$ cat src/rtl/enc8b10b_pkg.sv
package enc8b10b_pkg;
  localparam int BYTE_W    = 8;
  localparam int CODE_W    = 10;
  localparam int LOW_W     = 5;
  localparam int HIGH_W    = BYTE_W - LOW_W;
  localparam int SIX_W     = LOW_W + 1;
  localparam int FOUR_W    = HIGH_W + 1;
  localparam int K_LEGAL_N = 12;
  localparam int ONES_W    = $clog2(CODE_W + 1);

  localparam logic [CODE_W-1:0] COMMA_NEG = 10'b0011111010;
  localparam logic [CODE_W-1:0] COMMA_POS = 10'b1100000101;

  // Strobes from the disparity control to the coding datapath
  typedef struct packed {
    logic usePos;     // disparity chosen for this character
    logic sendComma;  // illegal control request: send a comma
    logic passRaw;    // bypass: send the raw word
  } encStrobe_t;
endpackage

$ cat src/rtl/enc8b10b_ctrl.sv
module enc8b10b_ctrl
  import enc8b10b_pkg::*;
(
  input  logic              clk,
  input  logic              rst,
  input  logic [BYTE_W-1:0] dataIn,
  input  logic              kIn,
  input  logic              bypass,
  input  logic              dispMode,
  input  logic              dispVal,
  input  logic              codeHeavy,
  input  logic              codeLight,
  output encStrobe_t        strobe,
  output logic              rdOut,
  output logic              kErr
);
  localparam logic [BYTE_W-1:0] K_LIST [K_LEGAL_N] = '{
    8'h1C, 8'h3C, 8'h5C, 8'h7C, 8'h9C, 8'hBC,
    8'hDC, 8'hFC, 8'hF7, 8'hFB, 8'hFD, 8'hFE
  };

  logic [K_LEGAL_N-1:0] kHit;
  logic                 kLegal;
  logic                 selPos;
  logic                 rdReg;
  logic                 errReg;

  for (genvar gi = 0; gi < K_LEGAL_N; gi++) begin : gKMatch
    assign kHit[gi] = (dataIn == K_LIST[gi]);
  end
  assign kLegal = |kHit;

  always_comb begin
    case ({dispMode, dispVal})
      2'b00:   selPos = rdReg;
      2'b01:   selPos = ~rdReg;
      default: selPos = dispVal;
    endcase
  end

  always_comb begin
    strobe.usePos    = selPos;
    strobe.passRaw   = bypass;
    strobe.sendComma = !bypass && kIn && !kLegal;
  end

  always_ff @(posedge clk) begin
    if (rst) begin
      rdReg  <= 1'b0;
      errReg <= 1'b0;
    end else begin
      errReg <= strobe.sendComma;
      if (strobe.passRaw || strobe.sendComma) rdReg <= rdReg;
      else if (codeHeavy)                     rdReg <= 1'b1;
      else if (codeLight)                     rdReg <= 1'b0;
      else                                    rdReg <= selPos;
    end
  end

  assign rdOut = rdReg;
  assign kErr  = errReg;

  AST_RD_HOLD_ON_ERR: assert property (@(posedge clk) disable iff (rst)
    kErr |-> (rdOut == $past(rdOut)));
  AST_RD_HOLD_BYPASS: assert property (@(posedge clk) disable iff (rst)
    bypass |=> $stable(rdOut));
endmodule

$ cat src/rtl/enc8b10b_datapath.sv
module enc8b10b_datapath
  import enc8b10b_pkg::*;
(
  input  logic              clk,
  input  logic              rst,
  input  logic [BYTE_W-1:0] dataIn,
  input  logic              kIn,
  input  logic [CODE_W-1:0] rawIn,
  input  encStrobe_t        strobe,
  output logic [CODE_W-1:0] codeOut,
  output logic              codeHeavy,
  output logic              codeLight
);
  localparam int HALF = CODE_W / 2;
  localparam logic [LOW_W-1:0] X_K28 = 5'd28;
  localparam logic [LOW_W-1:0] X_D7  = 5'd7;
  localparam logic [HIGH_W-1:0] Y_D3 = 3'd3;
  localparam logic [HIGH_W-1:0] Y_D7 = 3'd7;

  function automatic logic [ONES_W-1:0] countOnes(input logic [CODE_W-1:0] v);
    logic [ONES_W-1:0] n;
    n = '0;
    for (int i = 0; i < CODE_W; i++) n = n + ONES_W'(v[i]);
    return n;
  endfunction

  // 6-bit sub-block, negative-disparity form
  function automatic logic [SIX_W-1:0] base6(input logic [LOW_W-1:0] x);
    case (x)
      5'd0:  return 6'b100111;  5'd1:  return 6'b011101;
      5'd2:  return 6'b101101;  5'd3:  return 6'b110001;
      5'd4:  return 6'b110101;  5'd5:  return 6'b101001;
      5'd6:  return 6'b011001;  5'd7:  return 6'b111000;
      5'd8:  return 6'b111001;  5'd9:  return 6'b100101;
      5'd10: return 6'b010101;  5'd11: return 6'b110100;
      5'd12: return 6'b001101;  5'd13: return 6'b101100;
      5'd14: return 6'b011100;  5'd15: return 6'b010111;
      5'd16: return 6'b011011;  5'd17: return 6'b100011;
      5'd18: return 6'b010011;  5'd19: return 6'b110010;
      5'd20: return 6'b001011;  5'd21: return 6'b101010;
      5'd22: return 6'b011010;  5'd23: return 6'b111010;
      5'd24: return 6'b110011;  5'd25: return 6'b100110;
      5'd26: return 6'b010110;  5'd27: return 6'b110110;
      5'd28: return 6'b001110;  5'd29: return 6'b101110;
      5'd30: return 6'b011110;  default: return 6'b101011;
    endcase
  endfunction

  // 4-bit sub-block, negative-disparity form (primary x.7)
  function automatic logic [FOUR_W-1:0] base4(input logic [HIGH_W-1:0] y);
    case (y)
      3'd0: return 4'b1011;  3'd1: return 4'b1001;
      3'd2: return 4'b0101;  3'd3: return 4'b1100;
      3'd4: return 4'b1101;  3'd5: return 4'b1010;
      3'd6: return 4'b0110;  default: return 4'b1110;
    endcase
  endfunction

  // 4-bit tail of K28.y, negative-disparity form
  function automatic logic [FOUR_W-1:0] k28Tail(input logic [HIGH_W-1:0] y);
    case (y)
      3'd0: return 4'b0100;  3'd1: return 4'b1001;
      3'd2: return 4'b0101;  3'd3: return 4'b0011;
      3'd4: return 4'b0010;  3'd5: return 4'b1010;
      3'd6: return 4'b0110;  default: return 4'b1000;
    endcase
  endfunction

  function automatic logic [SIX_W-1:0] pick6(input logic [LOW_W-1:0] x, input logic pos);
    logic [SIX_W-1:0] b;
    b = base6(x);
    if (pos && (countOnes(CODE_W'(b)) != ONES_W'(SIX_W / 2) || x == X_D7)) return ~b;
    return b;
  endfunction

  function automatic logic [FOUR_W-1:0] pick4(input logic [HIGH_W-1:0] y,
                                              input logic [LOW_W-1:0] x,
                                              input logic pos);
    logic [FOUR_W-1:0] b;
    logic useAlt;
    useAlt = pos ? (x == 5'd11 || x == 5'd13 || x == 5'd14)
                 : (x == 5'd17 || x == 5'd18 || x == 5'd20);
    if (y == Y_D7 && useAlt) return pos ? 4'b1000 : 4'b0111;
    b = base4(y);
    if (pos && (countOnes(CODE_W'(b)) != ONES_W'(FOUR_W / 2) || y == Y_D3)) return ~b;
    return b;
  endfunction

  logic [LOW_W-1:0]  xPart;
  logic [HIGH_W-1:0] yPart;
  logic [SIX_W-1:0]  sixSel;
  logic [ONES_W-1:0] sixOnes;
  logic              midPos;
  logic [CODE_W-1:0] kGroup;
  logic [CODE_W-1:0] nextCode;
  logic [ONES_W-1:0] nextOnes;
  logic [CODE_W-1:0] codeReg;
  logic              rawQ;
  logic              codeValid;

  always_comb begin
    xPart   = dataIn[LOW_W-1:0];
    yPart   = dataIn[BYTE_W-1:LOW_W];
    sixSel  = pick6(xPart, strobe.usePos);
    sixOnes = countOnes(CODE_W'(sixSel));
    if (sixOnes > ONES_W'(SIX_W / 2))      midPos = 1'b1;
    else if (sixOnes < ONES_W'(SIX_W / 2)) midPos = 1'b0;
    else                                   midPos = strobe.usePos;

    if (xPart == X_K28) begin
      kGroup = {6'b001111, k28Tail(yPart)};
      if (strobe.usePos) kGroup = ~kGroup;
    end else begin
      kGroup = {sixSel, strobe.usePos ? 4'b0111 : 4'b1000};
    end

    if (strobe.passRaw)        nextCode = rawIn;
    else if (strobe.sendComma) nextCode = strobe.usePos ? COMMA_POS : COMMA_NEG;
    else if (kIn)              nextCode = kGroup;
    else                       nextCode = {sixSel, pick4(yPart, xPart, midPos)};

    nextOnes  = countOnes(nextCode);
    codeHeavy = !strobe.passRaw && (nextOnes > ONES_W'(HALF));
    codeLight = !strobe.passRaw && (nextOnes < ONES_W'(HALF));
  end

  always_ff @(posedge clk) begin
    if (rst) begin
      codeReg   <= '0;
      rawQ      <= 1'b0;
      codeValid <= 1'b0;
    end else begin
      codeReg   <= nextCode;
      rawQ      <= strobe.passRaw;
      codeValid <= 1'b1;
    end
  end

  assign codeOut = codeReg;

  AST_CODE_BALANCE: assert property (@(posedge clk) disable iff (rst)
    (codeValid && !rawQ) |-> (countOnes(codeOut) >= ONES_W'(HALF - 1) &&
                              countOnes(codeOut) <= ONES_W'(HALF + 1)));
endmodule

$ cat src/rtl/enc8b10b_disp.sv
module enc8b10b_disp
  import enc8b10b_pkg::*;
(
  input  logic              clk,
  input  logic              rst,
  input  logic [BYTE_W-1:0] dataIn,
  input  logic              kIn,
  input  logic [CODE_W-1:0] rawIn,
  input  logic              bypass,
  input  logic              dispMode,
  input  logic              dispVal,
  output logic [CODE_W-1:0] codeOut,
  output logic              kErr,
  output logic              rdOut
);
  encStrobe_t strobe;
  logic       codeHeavy;
  logic       codeLight;

  enc8b10b_ctrl uCtrl (
    .clk(clk), .rst(rst), .dataIn(dataIn), .kIn(kIn), .bypass(bypass),
    .dispMode(dispMode), .dispVal(dispVal), .codeHeavy(codeHeavy),
    .codeLight(codeLight), .strobe(strobe), .rdOut(rdOut), .kErr(kErr)
  );

  enc8b10b_datapath uPath (
    .clk(clk), .rst(rst), .dataIn(dataIn), .kIn(kIn), .rawIn(rawIn),
    .strobe(strobe), .codeOut(codeOut), .codeHeavy(codeHeavy), .codeLight(codeLight)
  );

  AST_ERR_COMMA: assert property (@(posedge clk) disable iff (rst)
    kErr |-> (codeOut == COMMA_NEG || codeOut == COMMA_POS));
  AST_RAW_PASS: assert property (@(posedge clk) disable iff (rst)
    bypass |=> (codeOut == $past(rawIn) && !kErr));
  AST_RD_HEAVY: assert property (@(posedge clk) disable iff (rst)
    (!$past(bypass) && !kErr && $countones(codeOut) == 6) |-> rdOut);
  AST_RD_LIGHT: assert property (@(posedge clk) disable iff (rst)
    (!$past(bypass) && !kErr && $countones(codeOut) == 4) |-> !rdOut);
endmodule

$ cat config.mk
export PLATFORM = sky130hd
export DESIGN_NAME = enc8b10b_disp
export DESIGN_NICKNAME = d
export VERILOG_FILES = /design/src/rtl/enc8b10b_pkg.sv /design/src/rtl/enc8b10b_ctrl.sv /design/src/rtl/enc8b10b_datapath.sv /design/src/rtl/enc8b10b_disp.sv
export SDC_FILE = /design/constraint.sdc
export NUM_CORES = 1
export LEC_CHECK = 0
export ABC_AREA = 1
export CORE_ASPECT_RATIO = 1.75
export CORE_MARGIN = 8
export CORE_UTILIZATION = 49
export DETAILED_ROUTE_END_ITERATION = 8
export GPL_TIMING_DRIVEN = 0
export HOLD_SLACK_MARGIN = 0.12
export PLACE_DENSITY_LB_ADDON = 0.15
export SKIP_CTS_REPAIR_TIMING = 1
export SYNTH_ARGS = -nofsm -noshare
export SYNTH_HDL_FRONTEND = slang
export SYNTH_SLANG_ARGS = --single-unit
$ cat constraint.sdc
create_clock -name clk -period 10.5 [get_ports clk]
set_input_delay 1.575 -clock clk [delete_from_list [all_inputs] [get_ports clk]]
set_output_delay 1.575 -clock clk [all_outputs]
set_load 0.05 [all_outputs]
# Yosys cells after proc, flatten, opt, wreduce, memory -nomap -nowiden
# Memories as Yosys holds them, arrays and structs flattened.
# Cells that the tools add are included.
# Widths: inputs -> output; s select.
[word_totals]
memories = 1
wordCells = 120
ff_bits = 12
output_inout_bits = 12
romBits = 192
[classes]
muxes = 37
n_reduce_logical = 19
magnitude_cmp = 4
addsub = 22
n_bitwise = 4
n_eq_ne = 30
[memory_table]
columns = ["memory", "depth", "width", "read_ports", "rd_clocked_by_memory_dff", "write_ports", "line", "source"]
rows = [
  ["(name not given)", 32, 6, 1, 0, 0, "enc8b10b_datapath.sv:29", "case (x)"],
]
[ops]
columns = ["operator", "count"]
rows = [
  ["$add 4x1->4", 18],
  ["$eq 8x8->1 const B", 8],
  ["$mux 10", 6],
  ["$pmux 4 s7", 2],
  ["$mux 4", 11],
  ["$eq 5x5->1 const B", 4],
  ["$eq 8x7->1 const B", 2],
  ["$eq 5x4->1 const B", 3],
  ["$mux 1", 15],
  ["$eq 3x3->1 const B", 4],
  ["$mux 6", 2],
  ["$reduce_or 12->1", 1],
  ["$not 8->10", 1],
  ["$add 1x1->2", 4],
  ["$eq 8x5->1 const B", 1],
  ["$eq 8x6->1 const B", 1],
  ["$ne 4x2->1 const B", 2],
  ["$logic_and 1x1->1", 7],
  ["$logic_or 1x1->1", 7],
  ["$eq 3x2->1 const B", 2],
  ["$not 6->6", 1],
  ["$eq 5x3->1 const B", 1],
  ["$gt 4x2->1 const B", 1],
  ["$gt 4x3->1 const B", 1],
  ["10 further kinds", 11],
]

# Longest topological paths before layout
# Gate-level depths: netlist of the first run.
# An unclocked memory read counts as a cell.
[depth]
depth_word = 58
mapped_depth = 49
depth_no_buf = 49

# Cells and area by module
# From an unflattened synthesis of the first run, not the netlist that was laid out.
[unflattened]
hier_cells = 325
area_unflattened_um2 = 1988.2
[modules_own_cells]
columns = ["mod", "cells_each", "area_per_inst_um2", "n_inst"]
rows = [
  ["enc8b10b_datapath", 292, 1799.2, 1],
  ["enc8b10b_ctrl", 33, 188.9, 1],
]

# Worst setup path before layout of the first run
# OpenSTA, ideal clock, no wires.
[synth_timing]
path_type = "input to register"
from = "in dataIn[0]"
to = "reg uCtrl.rdReg, in the netlist uCtrl.rdOut"
cell_stages = 46
setup_ps = 118
t_required_ps = 10382
arrival_time_ps = 10001
path_slack_ps = 381
cell_sequence = "inv_1 ha_1 nand2_1 nand2_1 o21ai_2 inv_1 o21ai_0 nand2_1 ha_1 inv_1 fa_1 inv_1 fa_1 fa_1 nand2_1 nor2_1 nand2_1 nand2_1 [10 not listed] nand2_1 nand2_1 nand2_1 nand2_1 nand2_1 inv_1 ha_1 inv_1 fa_1 inv_1 fa_1 fa_1 fa_1 fa_1 a31o_2 a21oi_1 and3_1 nor3_1"
[synth_between]
elab_chain_len = 43
[synth_rtl]
columns = ["element", "line", "source"]
rows = [
  ["from (decl)", "enc8b10b_disp.sv:6", "input logic [BYTE_W-1:0] dataIn,"],
  ["$mem_v2 32x6", "--", ""],
  ["$add 1x1->2", "enc8b10b_datapath.sv:23", "for (int i = 0; i < CODE_W; i++) n = n + ONES_W'(v[i]);"],
  ["$add 4x1->4 (4 in series)", "enc8b10b_datapath.sv:23", ""],
  ["$ne 4x2->1", "enc8b10b_datapath.sv:72", "if (pos && (countOnes(CODE_W'(b)) != ONES_W'(SIX_W / 2) || x == X_D7)) return ~b;"],
  ["$logic_or 1x1->1", "enc8b10b_datapath.sv:72", ""],
  ["$logic_and 1x1->1", "enc8b10b_datapath.sv:72", ""],
  ["$mux 1", "enc8b10b_datapath.sv:72", ""],
  ["$mux 6", "enc8b10b_datapath.sv:73", "return b;"],
  ["[18 not listed]", "--", ""],
  ["$mux 10 *", "enc8b10b_datapath.sv:117", "if (strobe.passRaw) nextCode = rawIn;"],
  ["net uPath.nextCode[1]", "enc8b10b_datapath.sv:95", "logic [CODE_W-1:0] nextCode;"],
  ["$add 1x1->2 *", "enc8b10b_datapath.sv:23", ""],
  ["$add 4x1->4 * (8 in series)", "enc8b10b_datapath.sv:23", ""],
  ["$lt 4x3->1", "enc8b10b_datapath.sv:124", "codeLight = !strobe.passRaw && (nextOnes < ONES_W'(HALF));"],
  ["$logic_and 1x1->1", "enc8b10b_datapath.sv:124", ""],
  ["$mux 1", "enc8b10b_ctrl.sv:55", "else if (codeLight) rdReg <= 1'b0;"],
  ["$mux 1 *", "enc8b10b_ctrl.sv:54", "else if (codeHeavy) rdReg <= 1'b1;"],
  ["to (signal assigned)", "enc8b10b_ctrl.sv:53", "if (strobe.passRaw || strobe.sendComma) rdReg <= rdReg;"],
  ["to (signal assigned)", "enc8b10b_ctrl.sv:56", "else rdReg <= selPos;"],
  ["to (decl)", "enc8b10b_ctrl.sv:25", "logic rdReg;"],
]
# The timed path passes the listed nets; every way through them passes the cells marked *. The select of a mux whose other input is x is not followed.
# A chain may end at the register's enable or synchronous reset.

# Final worst setup path of the first run
[layout_timing]
from = "in dataIn[1]"
to = "reg uCtrl.rdReg, in the netlist uCtrl.rdOut"
# Same word-level chain as after synthesis.

==> results of run 1 <==
## path summary, 6_finish.rpt
| kind | start | slack (ps) | cells after the start | end |
|---|---|---|---|---|
| min | uCtrl.rdOut$_SDFFE_PP0N_ | 560 | 2 | uCtrl.rdOut$_SDFFE_PP0N_ |
| max reg2reg | uCtrl.rdOut$_SDFFE_PP0N_ | 3740 | 31 | uCtrl.rdOut$_SDFFE_PP0N_ |
| max | dataIn[1] | 430 | 46 | uCtrl.rdOut$_SDFFE_PP0N_ |
| min reg2reg | uCtrl.rdOut$_SDFFE_PP0N_ | 560 | 2 | uCtrl.rdOut$_SDFFE_PP0N_ |
## report_power, final
| part | internal [mW] | total [mW] | switching (mW) |
|---|---|---|---|
| logic | 0.178 | 0.417 | 0.239 |
| registers | 0.0536 | 0.0570 | 0.00343 |
| clock network | 0.0331 | 0.0497 | 0.0166 |
## routing by layer
metal / vias to the layer above / global-route usage
li1: 1091 / -
met1: 950 / 0.1311
met2: 53 / 0.3131
met3: 15 / 0.01670
met4: 0 / 0.08108
met5: - / 0
## flip-flops by register name (all words and copies together), names as in the netlist
| signal | cells |
|---|---|
| uPath.codeOut | 10 |
| uCtrl.rdOut | 1 |
| uCtrl.kErr | 1 |
## cells by family (layout without fill, tap and decap cells)
group	Yosys count	in the layout	synth area share
and+or+nand+nor	175	175	0.3862
buffers and inverters	53	98	0.1067
AOI/OAI and AO/OA	45	45	0.1447
adders and majority gates	29	29	0.2296
DFF	12	12	0.1198
xor gates and xnor gates	3	3	0.01310
## layout by cell type (no fill, tap or decap), drive strengths merged, types with 2 or more instances in the layout
master,n
ha,16
dfxtp,12
fa,13
o2111ai,2
dlymetal6s2s,2
nand2,115
xor2,2
a21oi,18
nor2,26
or2,5
o21ai,15
o211ai,5
clkbuf,9
nor3,3
clkdlybuf4s50,28
buf,13
nand3,22
inv,45
## worst max-delay path, delay by kind of cell
family / cells / cell delay [ps]
AO/OA/AOI/OAI: 4 / 540
adder cells (fa/ha/maj): 14 / 5570
buffers and inverters: 8 / 620
AND/OR/NAND/NOR: 20 / 1860
## final cells by class
type,count,share of cell area
Tap cell,49,0.02338
Multi-Input combinational cell,252,0.6322
Sequential cell,12,0.09160
Buffer,7,0.01670
Clock buffer,4,0.02099
Inverter,46,0.06727
Timing Repair Buffer,41,0.1479
## stage by stage
step / setup slack (ps) / hold WS [ps] / std cells / area (µm²) / power [mW]
after detailed placement: -995.3 / 560.8 / 398 / 2387 / 0.4352
after floorplan: 380.9 / 755.7 / 317 / 2006 / 0.3481
after global routing: -4.087 / 587.8 / 411 / 2623 / 0.5753
after global placement: -959.4 / 534.3 / 398 / 2387 / 0.4251
after CTS: -766.8 / 554.6 / 402 / 2442 / 0.4855
final: 433.7 / 555.6 / 411 / 2623 / 0.5232
==> impl_metrics.json, run 1 <==
{
  "slew_headroom": 0.6556,
  "synth_commonest_cells": "nand2_1, inv_1, nor2_1",
  "initial_core_util": 0.4972,
  "synth_edf_count": 0,
  "report.final.slew_viol_count": 0,
  "min-delay-path-class": "register to register",
  "crit_type": "primary input to register",
  "die_h_um": 100.6,
  "peakVddDrop_v": 0.0001438,
  "synth_fp_nets": 370,
  "synth.cell_area_um2": 2006,
  "cts_max_level": 1,
  "synth_most_common_cell": "nand2_1",
  "grt_max_degree": 11,
  "crit_arrival_ps": 10190,
  "ant_nets": 0,
  "slowest_stage": "fa_1",
  "grt_pass1_wl_um": 8217,
  "endpoint_kind": "register",
  "synth_seq_cells": 12,
  "status": "finished clean",
  "grt_pass1_vias": 2021,
  "num_io_pins": 36,
  "remaining_drc_errors": 0,
  "finish.utilization": 0.6501,
  "chipWidth_um": 64.36,
  "multi_input_area_um2": 1658,
  "synth_top_cell_by_area": "nand2_1",
  "synth_flop_cell": "dfxtp_1",
  "wl_per_cell_um": 12.68,
  "finalHoldViolations": 0,
  "maxCapViolations": 0,
  "dr_wl_met3_um": 206,
  "numPortBuffers": 32,
  "groute.usage.overall": 0.1513,
  "highest_layer": "met4",
  "antenna_found_initial": 0,
  "drt_pass1_iterations": 4,
  "clk_path_buf_depth": 2,
  "cp-start-kind": "primary input",
  "wl_met1_um": 1911,
  "viasPerCell": 5.131,
  "fin_crit_sh": 0.9587,
  "cp_common_cell": "fa_1",
  "power_density_nw_per_um2": 199.5,
  "totalWireLength_um": 5210,
  "fmax_ghz": 0.09934,
  "drive_above_1_share": 0.2072,
  "n_fill_cell": 382,
  "required_ps": 10620,
  "cts_root_buf": "clkbuf_8",
  "gr-total-overflow": 0,
  "area_delta_synth_final_pct": 30.76,
  "wl_met2_um": 2916,
  "dpl.hpwl_um": 4287,
  "syn_area_per_cell_um2": 6.327,
  "rows": 31,
  "vias": 2109,
  "fin_crit_ps": 10070,
  "slowest_delay_ps": 530,
  "final_nets": 416,
  "drt-initial-drc-count": 61,
  "leakagePower_nw": 1.314,
  "clkTransAtPathRegs_ps": 50,
  "synthCells": 317,
  "yosysWarnings": 0,
  "seqCellArea_um2": 240.2,
  "setup_viol": 0,
  "critPathMaxFanout": 6,
  "fin_setup_tns_ps": 0,
  "cts_sinks": 12,
  "synth_top_cells_by_area": "nand2_1, fa_1, dfxtp_1",
  "synth_top_area_frac": 0.1946,
  "async_flop_share": 0,
  "cts_tree": "done",
  "cts_buffers": 3,
  "coreArea_um2": 4034,
  "gp_congestion": 0.8576,
  "fin_skew_ps": 4.289,
  "num_antenna_cells": 0,
  "synth.distinct_cells": 40,
  "dieArea_um2": 6477,
  "clk_latency_ps": 240,
  "tightest_slew_ps": 515.0,
  "ys_seq_area_frac": 0.1198
}
Power figures use the tool's default switching activity.
==> run 2, diff against run 1 <==
Settings changed: RECOVER_POWER from default to 25.
==> run 2 against run 1 <==
Net effect:
- hold slack unchanged
- sequential share of layout area unchanged
- clock-buffer cell count unchanged
- total power down 0.20%
- critical path type unchanged
- critical endpoint unchanged
- largest cell class unchanged
- largest power group unchanged
- highest routed layer unchanged
==> impl_metrics.json, run 2 (synthesis gave the netlist of run 1 again) <==
{
  "status": "finished clean",
  "min-delay-path-class": "register to register",
  "clkTransAtPathRegs_ps": 50,
  "fin_skew_ps": 4.289,
  "coreArea_um2": 4034,
  "clk_path_buf_depth": 2,
  "ant_nets": 0,
  "viasPerCell": 5.131,
  "num_antenna_cells": 0,
  "num_io_pins": 36,
  "initial_core_util": 0.4972,
  "gp_congestion": 0.8576,
  "cts_sinks": 12,
  "fin_ws_ps": 433.7,
  "groute.usage.overall": 0.1513,
  "finalHoldViolations": 0,
  "whs_ps": 555.6,
  "grt_use_met3": 0.01670,
  "fmax_ghz": 0.09934,
  "antenna_found_initial": 0,
  "drive_above_1_share": 0.2072,
  "drt-initial-drc-count": 61,
  "die_h_um": 100.6,
  "grt_pass1_wl_um": 8217,
  "numPortBuffers": 32,
  "fin_crit_sh": 0.9587,
  "path_buf_inv": 8,
  "power_density_nw_per_um2": 199.1,
  "wl_per_cell_um": 12.67,
  "chipWidth_um": 64.36,
  "vias": 2109,
  "grt-busiest-layer": "met2",
  "setup_viol": 0,
  "cts_buffers": 3,
  "largest_reg_flops": 10,
  "use_met2": 0.3131,
  "cts_max_level": 1,
  "crit_type": "primary input to register",
  "cp_common_cell": "fa_1",
  "remaining_drc_errors": 0,
  "clk_latency_ps": 240,
  "slowest_delay_ps": 530,
  "final_nets": 416,
  "power_mw": 0.5221,
  "fin_crit_ps": 10070,
  "dieArea_um2": 6477,
  "tightest_slew_ps": 515.0,
  "totalWireLength_um": 5209,
  "endpoint_kind": "register",
  "cts_tree": "done",
  "peakVddDrop_v": 0.0001431,
  "rows": 31,
  "mostFrequentLayoutCells": "nand2_1, inv_1, clkdlybuf4s50_1",
  "dpl.hpwl_um": 4287,
  "crit_arrival_ps": 10190,
  "required_ps": 10620,
  "grt_max_degree": 11,
  "leakagePower_nw": 1.325,
  "grt_pass1_vias": 2021,
  "cts_root_buf": "clkbuf_8",
  "maxCapViolations": 0,
  "slew_headroom": 0.6556,
  "area_delta_synth_final_pct": 30.76,
  "slowest_stage": "fa_1",
  "place_ws_ps": -995.3,
  "cp-start-kind": "primary input",
  "gr-total-overflow": 0,
  "final_common_cell": "nand2_1",
  "grtUsageMet1": 0.1311,
  "fin_setup_tns_ps": 0,
  "drt_pass1_iterations": 4,
  "report.final.slew_viol_count": 0,
  "path_delay_family": "adder cells",
  "critPathMaxFanout": 6
}
## run 2: area by class of cell
| cell class | instances | area (µm²) |
|---|---|---|
| multi-input combinational | 252 | 1658 |
| clock buffer | 4 | 55.05 |
| tap | 49 | 61.31 |
| timing repair buffer | 41 | 387.9 |
| inverter | 46 | 176.4 |
| buffer | 7 | 43.79 |
| fill | 382 | 1411 |
| sequential | 12 | 240.2 |
## run 2: worst reg2reg max path, delay by kind of cell (launching register included)
kind                       cells  cell delay [ps]
AOI/OAI and AO/OA              2              320
adders and majority gates      9             3790
buffers and inverters          4              410
DFF                            1              380
and+or+nand+nor               16             1740
## run 2: power by group
part	switching (mW)	internal, mW	leakage [nW]
clock network	0.0166	0.0331	0.0288
registers	0.00333	0.0536	0.0997
logic	0.239	0.177	1.20
## run 2: metrics by stage
step                      area [µm²]    util  cells
final                           2623  0.6501    411
after global routing            2623  0.6501    411
after CTS                       2442  0.6055    402
after detailed placement        2387  0.5918    398
after global placement          2387  0.5918    398
after floorplan                 2006       -    317
## run 2: routing by layer
metal,up-vias,part of all wire
li1,1091,-
met1,950,0.37
met2,53,0.56
met3,15,0.040
met4,0,0.034
met5,-,0
## run 2: final timing paths
path	end	slack (ps)	cells past startpoint	from
max	uCtrl.rdOut$_SDFFE_PP0N_	430	46	dataIn[1]
min	uCtrl.rdOut$_SDFFE_PP0N_	560	2	uCtrl.rdOut$_SDFFE_PP0N_
max reg2reg	uCtrl.rdOut$_SDFFE_PP0N_	3740	31	uCtrl.rdOut$_SDFFE_PP0N_
min reg2reg	uCtrl.rdOut$_SDFFE_PP0N_	560	2	uCtrl.rdOut$_SDFFE_PP0N_
==> run 3, diff against run 2 <==
Settings changed: REMOVE_ABC_BUFFERS from default to 1.
==> run 3 against run 2 <==
Net effect:
- first-iteration DRC count shrank 6.6%
- final area decreased by 2.9%
- cell count decreased by 1.9%
- critical path depth up 1
- sequential share of layout area increased by 0.27 points
- global-route usage rose by 0.60 points
- hold slack better by 15 ps
- die area is the same
- register-to-register slack got worse by 50 ps
- largest power group unchanged
==> impl_metrics.json, run 3 (synthesis gave the netlist of run 1 again) <==
{
  "drt_pass1_iterations": 4,
  "clkTransAtPathRegs_ps": 50,
  "area_delta_synth_final_pct": 26.95,
  "viasPerCell": 5.122,
  "dieArea_um2": 6477,
  "clk_path_buf_depth": 2,
  "slew_headroom": 0.6562,
  "coreArea_um2": 4034,
  "antenna_found_initial": 0,
  "cts_buffers": 3,
  "groute.usage.overall": 0.1573,
  "tightest_slew_ps": 514.0,
  "cp-start-kind": "primary input",
  "power_density_nw_per_um2": 201.9,
  "clk_latency_ps": 240,
  "dpl.hpwl_um": 4281,
  "power_mw": 0.5140,
  "critPathMaxFanout": 6,
  "gr-total-overflow": 0,
  "cts_tree": "done",
  "cts_root_buf": "clkbuf_8",
  "chipWidth_um": 64.36,
  "fin_setup_tns_ps": 0,
  "place_ws_ps": -1077,
  "slowest_delay_ps": 530,
  "report.final.slew_viol_count": 0,
  "totalWireLength_um": 5167,
  "num_antenna_cells": 0,
  "fin_crit_ps": 10140,
  "fin_skew_ps": 3.928,
  "peakVddDrop_v": 0.0001786,
  "endpoint_kind": "register",
  "fin_ws_ps": 360.0,
  "final_nets": 408,
  "final_common_cell": "nand2_1",
  "fin_crit_sh": 0.9657,
  "n_fill_cell": 402,
  "whs_ps": 570.4,
  "drive_above_1_share": 0.1949,
  "num_io_pins": 36,
  "maxCapViolations": 0,
  "crit_arrival_ps": 10250,
  "rows": 31,
  "wl_per_cell_um": 12.82,
  "grt_pass1_vias": 2047,
  "grt_pass1_wl_um": 8445,
  "drt-initial-drc-count": 57,
  "numPortBuffers": 35,
  "finalHoldViolations": 0,
  "crit_type": "primary input to register",
  "ant_nets": 0,
  "slowest_stage": "fa_1",
  "design_area_um2": 2546,
  "remaining_drc_errors": 0,
  "min-delay-path-class": "register to register",
  "vias": 2064,
  "mostFrequentLayoutCells": "nand2_1, inv_1, clkdlybuf4s50_1",
  "postPlaceCellArea_um2": 2377,
  "cts_max_level": 1,
  "setup_viol": 0,
  "grt_max_degree": 13,
  "die_h_um": 100.6,
  "cp_common_cell": "fa_1",
  "initial_core_util": 0.4972,
  "required_ps": 10610,
  "status": "finished clean",
  "fmax_ghz": 0.09862,
  "gp_congestion": 0.8802,
  "cts_sinks": 12,
  "largest_reg_flops": 10,
  "leakagePower_nw": 1.274
}
run 3: cell count changes in the layout (fill, tap and decap cells not counted), moves of 2 or more:
cell,previous run,this run
clkbuf_1,3,0
buf_2,2,0
buf_4,9,7
buf_6,2,0
clkbuf_2,0,2
clkdlybuf4s50_1,22,24
dlymetal6s2s_1,2,0
run 3: layout make-up:
type                            instances  area, µm²  area share
Clock buffer                            4      55.05     0.02162
Inverter                               46      176.4     0.06929
Timing Repair Buffer                   40      370.4      0.1455
Multi-Input combinational cell        252       1643      0.6452
Sequential cell                        12      240.2     0.09435
Tap cell                               49      61.31     0.02408
run 3: routing by layer:
layer / GRT usage / routed length (µm)
met1: 0.1373 / 1849
met2: 0.3362 / 2979
met3: 0.01336 / 194
met4: 0.06419 / 144
met5: 0 / 0
run 3: worst max-delay path: cells and delay by family:
kind / cells / cell delay [ps]
adder cells (fa/ha/maj): 14 / 5620
AND/OR/NAND/NOR: 20 / 1890
buffers and inverters: 9 / 570
AO/OA/AOI/OAI: 4 / 570
run 3: power by group:
part | leakage, nW | total (mW) | internal [mW] | switching [mW]
Sequential | 0.0997 | 0.0569 | 0.0536 | 0.00328
Combinational | 1.15 | 0.408 | 0.171 | 0.236
Clock | 0.0288 | 0.0496 | 0.0331 | 0.0165
run 3: path summary, 6_finish.rpt:
kind | endpoint | slack (ps) | startpoint | cells past startpoint
setup / recovery | uCtrl.rdOut$_SDFFE_PP0N_ | 360 | dataIn[1] | 47
hold / removal | uCtrl.rdOut$_SDFFE_PP0N_ | 570 | uCtrl.rdOut$_SDFFE_PP0N_ | 2
setup reg to reg | uCtrl.rdOut$_SDFFE_PP0N_ | 3690 | uCtrl.rdOut$_SDFFE_PP0N_ | 32
hold reg to reg | uCtrl.rdOut$_SDFFE_PP0N_ | 570 | uCtrl.rdOut$_SDFFE_PP0N_ | 2
run 3: per-stage QoR:
stage,cells,util
floorplan,310,-
global placement,394,0.5893
detailed placement,394,0.5893
CTS,398,0.6030
global route,403,0.6312
finish,403,0.6312
